[config.mk]
export PLATFORM = sky130hd
export DESIGN_NAME = led_frame_blinker
export DESIGN_NICKNAME = d
export VERILOG_FILES = /design/src/rtl/led_blink_pkg.sv /design/src/rtl/blink_prescaler.sv /design/src/rtl/blink_slot_counter.sv /design/src/rtl/blink_pattern_fsm.sv /design/src/rtl/led_frame_blinker.sv
export SDC_FILE = /design/constraint.sdc
export NUM_CORES = 1
export LEC_CHECK = 0
export BUFFER_PORTS_ARGS = -buffer_cell sky130_fd_sc_hd__buf_2
export CAP_MARGIN = 20
export CORE_MARGIN = 5
export CORE_UTILIZATION = 45
export CTS_CLUSTER_SIZE = 16
export DETAILED_ROUTE_END_ITERATION = 10
export GPL_ROUTABILITY_DRIVEN = 0
export SETUP_SLACK_MARGIN = 0.3
export SLEW_MARGIN = 20
export SYNTH_ARGS = -nofsm -noshare
export SYNTH_HDL_FRONTEND = slang
export SYNTH_SLANG_ARGS = --single-unit
[constraint.sdc]
create_clock -name clk -period 3.6 [get_ports clk]
set_clock_uncertainty 0.05 [all_clocks]
set_input_delay 0.36 -clock clk [delete_from_list [all_inputs] [get_ports clk]]
set_output_delay 0.36 -clock clk [all_outputs]
set_load 0.03 [all_outputs]
[src/rtl/led_blink_pkg.sv]
package led_blink_pkg;

    localparam int SLOT_W      = 3;
    localparam int SLOTS       = 1 << SLOT_W;
    localparam int LIT_W       = SLOT_W + 1;

    typedef enum logic [2:0] {
        PAT_OFF  = 3'd0,
        PAT_BANK = 3'd1,
        PAT_BOOT = 3'd2,
        PAT_BOTH = 3'd3,
        PAT_ALL  = 3'd4
    } pat_e;

    function automatic logic [LIT_W-1:0] lit_slots(input pat_e p);
        logic [LIT_W-1:0] n;
        unique case (p)
            PAT_OFF:  n = LIT_W'(0);
            PAT_BANK: n = LIT_W'(3);
            PAT_BOOT: n = LIT_W'(4);
            PAT_BOTH: n = LIT_W'(5);
            PAT_ALL:  n = LIT_W'(SLOTS);
            default:  n = LIT_W'(0);
        endcase
        return n;
    endfunction

endpackage

[src/rtl/blink_prescaler.sv]
module blink_prescaler #(
    parameter int PRESCALE_W = 21
) (
    input  logic clk,
    input  logic rst,
    output logic tick_o
);
    localparam logic [PRESCALE_W-1:0] LAST = {PRESCALE_W{1'b1}};

    logic [PRESCALE_W-1:0] cnt_q;

    always_ff @(posedge clk) begin
        if (rst) begin
            cnt_q <= '0;
        end else begin
            cnt_q <= cnt_q + 1'b1;
        end
    end

    assign tick_o = (cnt_q == LAST);


    tick_spacing_chk: assert property (@(posedge clk) disable iff (rst)
        tick_o |=> !tick_o || (PRESCALE_W == 0));

endmodule

[src/rtl/blink_slot_counter.sv]
module blink_slot_counter
    import led_blink_pkg::*;
(
    input  logic              clk,
    input  logic              rst,
    input  logic              tick_i,
    output logic [SLOT_W-1:0] slot_nxt_o,
    output logic              wrap_o
);
    localparam logic [SLOT_W-1:0] LAST_SLOT = SLOT_W'(SLOTS - 1);

    logic [SLOT_W-1:0] slot_q;

    always_comb begin
        slot_nxt_o = slot_q;
        if (tick_i) begin
            slot_nxt_o = slot_q + 1'b1;
        end
    end

    always_ff @(posedge clk) begin
        if (rst) begin
            slot_q <= '0;
        end else begin
            slot_q <= slot_nxt_o;
        end
    end

    assign wrap_o = tick_i && (slot_q == LAST_SLOT);


    slot_hold_chk: assert property (@(posedge clk) disable iff (rst)
        !tick_i |=> $stable(slot_q));


    slot_step_chk: assert property (@(posedge clk) disable iff (rst)
        tick_i |=> (slot_q == $past(slot_q) + 1'b1));

endmodule

[src/rtl/blink_pattern_fsm.sv]
module blink_pattern_fsm
    import led_blink_pkg::*;
(
    input  logic              clk,
    input  logic              rst,
    input  logic              tick_i,
    input  logic              wrap_i,
    input  logic [SLOT_W-1:0] slot_nxt_i,
    input  logic              rst_active_i,
    input  logic              boot_chg_i,
    input  logic              bank_chg_i,
    output logic              led_o
);
    pat_e             pat_q, pat_d;
    logic [LIT_W-1:0] lit_n;
    logic             led_q, led_d;

    // Next state: HOLD, or FRAME_WRAP with a priority re-selection.
    always_comb begin
        pat_d = pat_q;
        if (wrap_i) begin
            if (rst_active_i) begin
                pat_d = PAT_ALL;
            end else if (boot_chg_i && bank_chg_i) begin
                pat_d = PAT_BOTH;
            end else if (boot_chg_i) begin
                pat_d = PAT_BOOT;
            end else if (bank_chg_i) begin
                pat_d = PAT_BANK;
            end else begin
                pat_d = PAT_OFF;
            end
        end
    end

    // State register.
    always_ff @(posedge clk) begin
        if (rst) begin
            pat_q <= PAT_OFF;
        end else begin
            pat_q <= pat_d;
        end
    end

    // Output logic: the lit slots come first in the frame.
    always_comb begin
        lit_n = lit_slots(pat_d);
        led_d = led_q;
        if (tick_i) begin
            led_d = ({1'b0, slot_nxt_i} < lit_n);
        end
    end

    always_ff @(posedge clk) begin
        if (rst) begin
            led_q <= 1'b0;
        end else begin
            led_q <= led_d;
        end
    end

    assign led_o = led_q;


    pat_hold_chk: assert property (@(posedge clk) disable iff (rst)
        !wrap_i |=> $stable(pat_q));


    led_slot_edge_chk: assert property (@(posedge clk) disable iff (rst)
        !tick_i |=> $stable(led_q));


    off_dark_chk: assert property (@(posedge clk) disable iff (rst)
        (pat_q == PAT_OFF) |-> !led_q);


    all_lit_chk: assert property (@(posedge clk) disable iff (rst)
        (pat_q == PAT_ALL) |-> led_q);

endmodule

[src/rtl/led_frame_blinker.sv]
module led_frame_blinker
    import led_blink_pkg::*;
#(
    parameter int PRESCALE_W = 21
) (
    input  logic clk,
    input  logic rst,
    input  logic rst_active_i,
    input  logic boot_chg_i,
    input  logic bank_chg_i,
    output logic led_o
);
    logic              tick;
    logic              wrap;
    logic [SLOT_W-1:0] slot_nxt;

    blink_prescaler #(.PRESCALE_W(PRESCALE_W)) prescale_i (
        .clk    (clk),
        .rst    (rst),
        .tick_o (tick)
    );

    blink_slot_counter slot_i (
        .clk        (clk),
        .rst        (rst),
        .tick_i     (tick),
        .slot_nxt_o (slot_nxt),
        .wrap_o     (wrap)
    );

    blink_pattern_fsm fsm_i (
        .clk          (clk),
        .rst          (rst),
        .tick_i       (tick),
        .wrap_i       (wrap),
        .slot_nxt_i   (slot_nxt),
        .rst_active_i (rst_active_i),
        .boot_chg_i   (boot_chg_i),
        .bank_chg_i   (bank_chg_i),
        .led_o        (led_o)
    );


    reset_dark_chk: assert property (@(posedge clk)
        rst |=> !led_o);

endmodule

==> results.py <==
metrics = {
    "outcome": {
        "status": "finished, final reports clean",
    },
    "final_layout": {
        "footprint_of_the_flip_flops_and_latches_um2": 561,
        "most_used_cells_in_the_layout_excluding_fill_and_tap_cells": "dfxtp_1 (28), nor2_1 (25), xor2_1 (12)",
        "layout-drive-gt1-share_pct": 11.1,
        "diodes": 0,
        "area_growth_pct": 6.45,
        "multi_input_comb_area_um2": 714,
        "finalNetCount": 155,
        "finalNonFillerCells": 175,
        "layout.cells.most_common": "dfxtp_1",
        "fillCellCount": 273,
    },
    "synthesis": {
        "syn-num-nets": 149,
        "synth_sequential_area_ratio_pct": 43.2,
        "synth_cells": 139,
        "synth_area_per_cell_um2": 9.34,
        "synth.distinct_cells": 32,
        "syn_area_um2": 1300,
        "ys_warn_count": 0,
        "synth_seq_cells": 28,
    },
    "worst_setup_path": {
        "critPathRequiredTime_ns": 3.76,
        "worst_setup_path_start_kind": "register",
        "cpPeakStageDelay_ns": 0.52,
        "r2r-start": "prescale_i.cnt_q[3]",
        "critPathCaptureType": "register",
        "critPathSlowestCell": "nor4_4",
        "crit_buf_inv": 0,
        "worst_ep_arrival_time_ns": 3.15,
        "critical_path_class": "register to register",
        "reg2reg_slack_ns": 0.60,
        "reg2reg_depth": 11,
        "critical_path.max_fanout": 7,
        "worst_r2r_endpoint": "fsm_i.led_o",
        "cpLargestDelayFamily": "simple AND/OR/NAND/NOR gates",
        "timing.critical_path.cells": "nand3_1 > nor4_4 > nand4_4 > or3b_4 > o21a_1 > ha_1 > o21ai_0 > a221oi_1 > o41ai_1 > mux2i_1 > nor2_1",
    },
    "worst_hold_path": {
        "worstHoldPathCells": 3,
        "hold_path.class": "input pin to register",
        "hold_start": "rst_active_i",
        "min_to": "fsm_i.pat_q[2]",
    },
    "clock_network": {
        "clockRootBuffer": "clkbuf_4",
        "hold_buffer_count_at_cts": 0,
        "clk_pin_slew_worst_paths_ns": 0.15,
        "h_tree_lvl_count": 1,
        "cts-resized-gates": 0,
        "clkSinkCount": 28,
        "tritoncts": "yes",
        "maximum_clock_insertion_buffer_count": 2,
        "cts_inserted_buffers": 3,
        "post_cts.repair.setup_buffers": 0,
        "clock_insertion_delay_worst_skew_ns": 0.32,
    },
    "detailed_routing": {
        "routed_wl_mm": 2.15,
        "drc_errors": 0,
        "route.detailed.vias_per_inst": 5.37,
        "detail_route.first_pass.iterations": 4,
        "detailroute.via_count": 939,
        "drt_iter0_drc": 58,
        "route.antenna.remaining_nets": 0,
        "detail_route.wl_per_cell_um": 12.3,
    },
    "timing": {
        "rsz0062_at_grt": "false",
        "period_share_pct": 83.2,
        "timing.final.hold_violations": 0,
        "worst-slew-pin-transition_ns": 0.876,
        "fin_crit_ns": 3.00,
        "timing.setup.tns_ns": 0,
        "report.final.setup_viol": 0,
        "worst_slack_setup_final_ns": 0.605,
        "total_count_of_max_transition_violations_in_the_final_report": 0,
        "max_slew_headroom_pct": 41.1,
        "fmaxAchievable_mhz": 334,
    },
    "global_route": {
        "globalRouteOverflowTotal": 0,
        "antenna_found_initial": 0,
        "grt_first_pass_wirelength_mm": 3.97,
        "grt_max_degree": 29,
        "all_layer_global_routing_usage_pct": 11.9,
        "first_global_vias": 904,
    },
    "floorplanning": {
        "die-area_um2": 4060,
        "boundaryPins": 6,
        "design.core.area_um2": 2760,
        "floorplan.die.height_um": 63.7,
        "start_util_pct": 47.1,
        "floorplan.die.width_um": 63.7,
        "row_count": 19,
    },
    "power": {
        "p_total_uw": 477,
        "power.density_nw_per_um2": 345,
        "vdd.ir_drop.worst_mv": 0.206,
        "p_leak_nw": 0.552,
    },
    "place": {
        "post-place-ws_ns": 0.546,
        "numPortBuffers": 5,
        "post-place-cells": 171,
        "place.detailed.hpwl_mm": 1.58,
    },
    "run": {
        "drv.max_cap_violation_count": 0,
    },
}
## synth_stat cells, drive strengths merged
library cell,n,share of area [%]
nor4,2,2.1
buf,2,0.58
nor3b,3,1.7
mux2,2,1.7
a21oi,4,1.8
a221oi,1,0.67
clkbuf,2,0.67
nand3,10,3.9
or3,1,0.48
nand2,7,2.0
inv,2,0.58
ha,5,4.8
nor2,25,7.2
nor4b,1,0.67
nor2b,5,2.4
xnor2,7,4.7
nor3,2,0.77
o21ai,2,0.77
dfxtp,28,43
and3,3,1.4
and4,1,0.67
o21a,1,0.58
xor2,12,8.1
o41ai,1,0.67
mux2i,3,2.3
nand4,6,4.5
or3b,1,0.87
## per-layer routing
layer | vias to the layer above | share of wire, % | wire [um] | track usage [%]
met3 | 4 | 2.7 | 59 | 2.84
met2 | 8 | 49 | 1050 | 19.3
met4 | 0 | 1.5 | 33 | 5.45
met1 | 441 | 47 | 1000 | 14.8
met5 | - | 0 | 0 | 0
li1 | 486 | - | - | -
## worst max path at each step
stage / cells past startpoint / startpoint / slack (ns) / end
4_1_cts: 12 / prescale_i.cnt_q[0] / 0.52 / fsm_i.led_o
6_report: 11 / prescale_i.cnt_q[3] / 0.60 / fsm_i.led_o
2_1_floorplan: 12 / prescale_i.cnt_q[0] / 0.78 / fsm_i.led_o
3_3_place_gp: 12 / prescale_i.cnt_q[0] / 0.62 / fsm_i.led_o
5_1_grt: 11 / prescale_i.cnt_q[3] / 0.39 / fsm_i.led_o
3_5_place_dp: 12 / prescale_i.cnt_q[0] / 0.55 / fsm_i.led_o
## cells by family after synthesis
logic type               after synthesis  share of synthesized area (%)
XOR/XNOR                              19                           12.8
AND/OR/NAND/NOR                       67                           28.8
adder cells (fa/ha/maj)                5                           4.82
buffers and inverters                  6                           1.83
multiplexers                           5                           4.05
flip-flops                            28                           43.2
AO/OA/AOI/OAI                          9                           4.53
## cell type report
type	count	area share, %
multi-input cells	105	51.7
clock buffers	4	2.62
inverters	2	0.543
flip-flops and latches	28	40.5
well taps	31	2.81
repair buffers	5	1.81
## sequential cells by signal, indices dropped and copies added (netlist names)
name,count
prescale_i.cnt_q,21
slot_i.slot_q,3
fsm_i.pat_q,3
fsm_i.led_o,1
## worst min-delay path, stage by stage
cell and delay [ns]:
buf_2 0.12, mux2i_1 0.07, nor2_1 0.08
## through the flow
stage	instance area [um2]	utilization, %	hold slack, ns
2_1_floorplan	1300	-	0.368
3_3_place_gp	1350	48.8	0.380
3_5_place_dp	1350	48.8	0.399
4_1_cts	1380	50.1	0.265
5_1_grt	1380	50.1	0.306
6_report	1380	50.1	0.280
## report_power, final
group	internal, mW	switching, mW	total (mW)
clock	0.0619	0.0877	0.150
sequential	0.313	0.00205	0.315
combinational	0.00487	0.00809	0.0130
(Power assumes the default switching activity.)
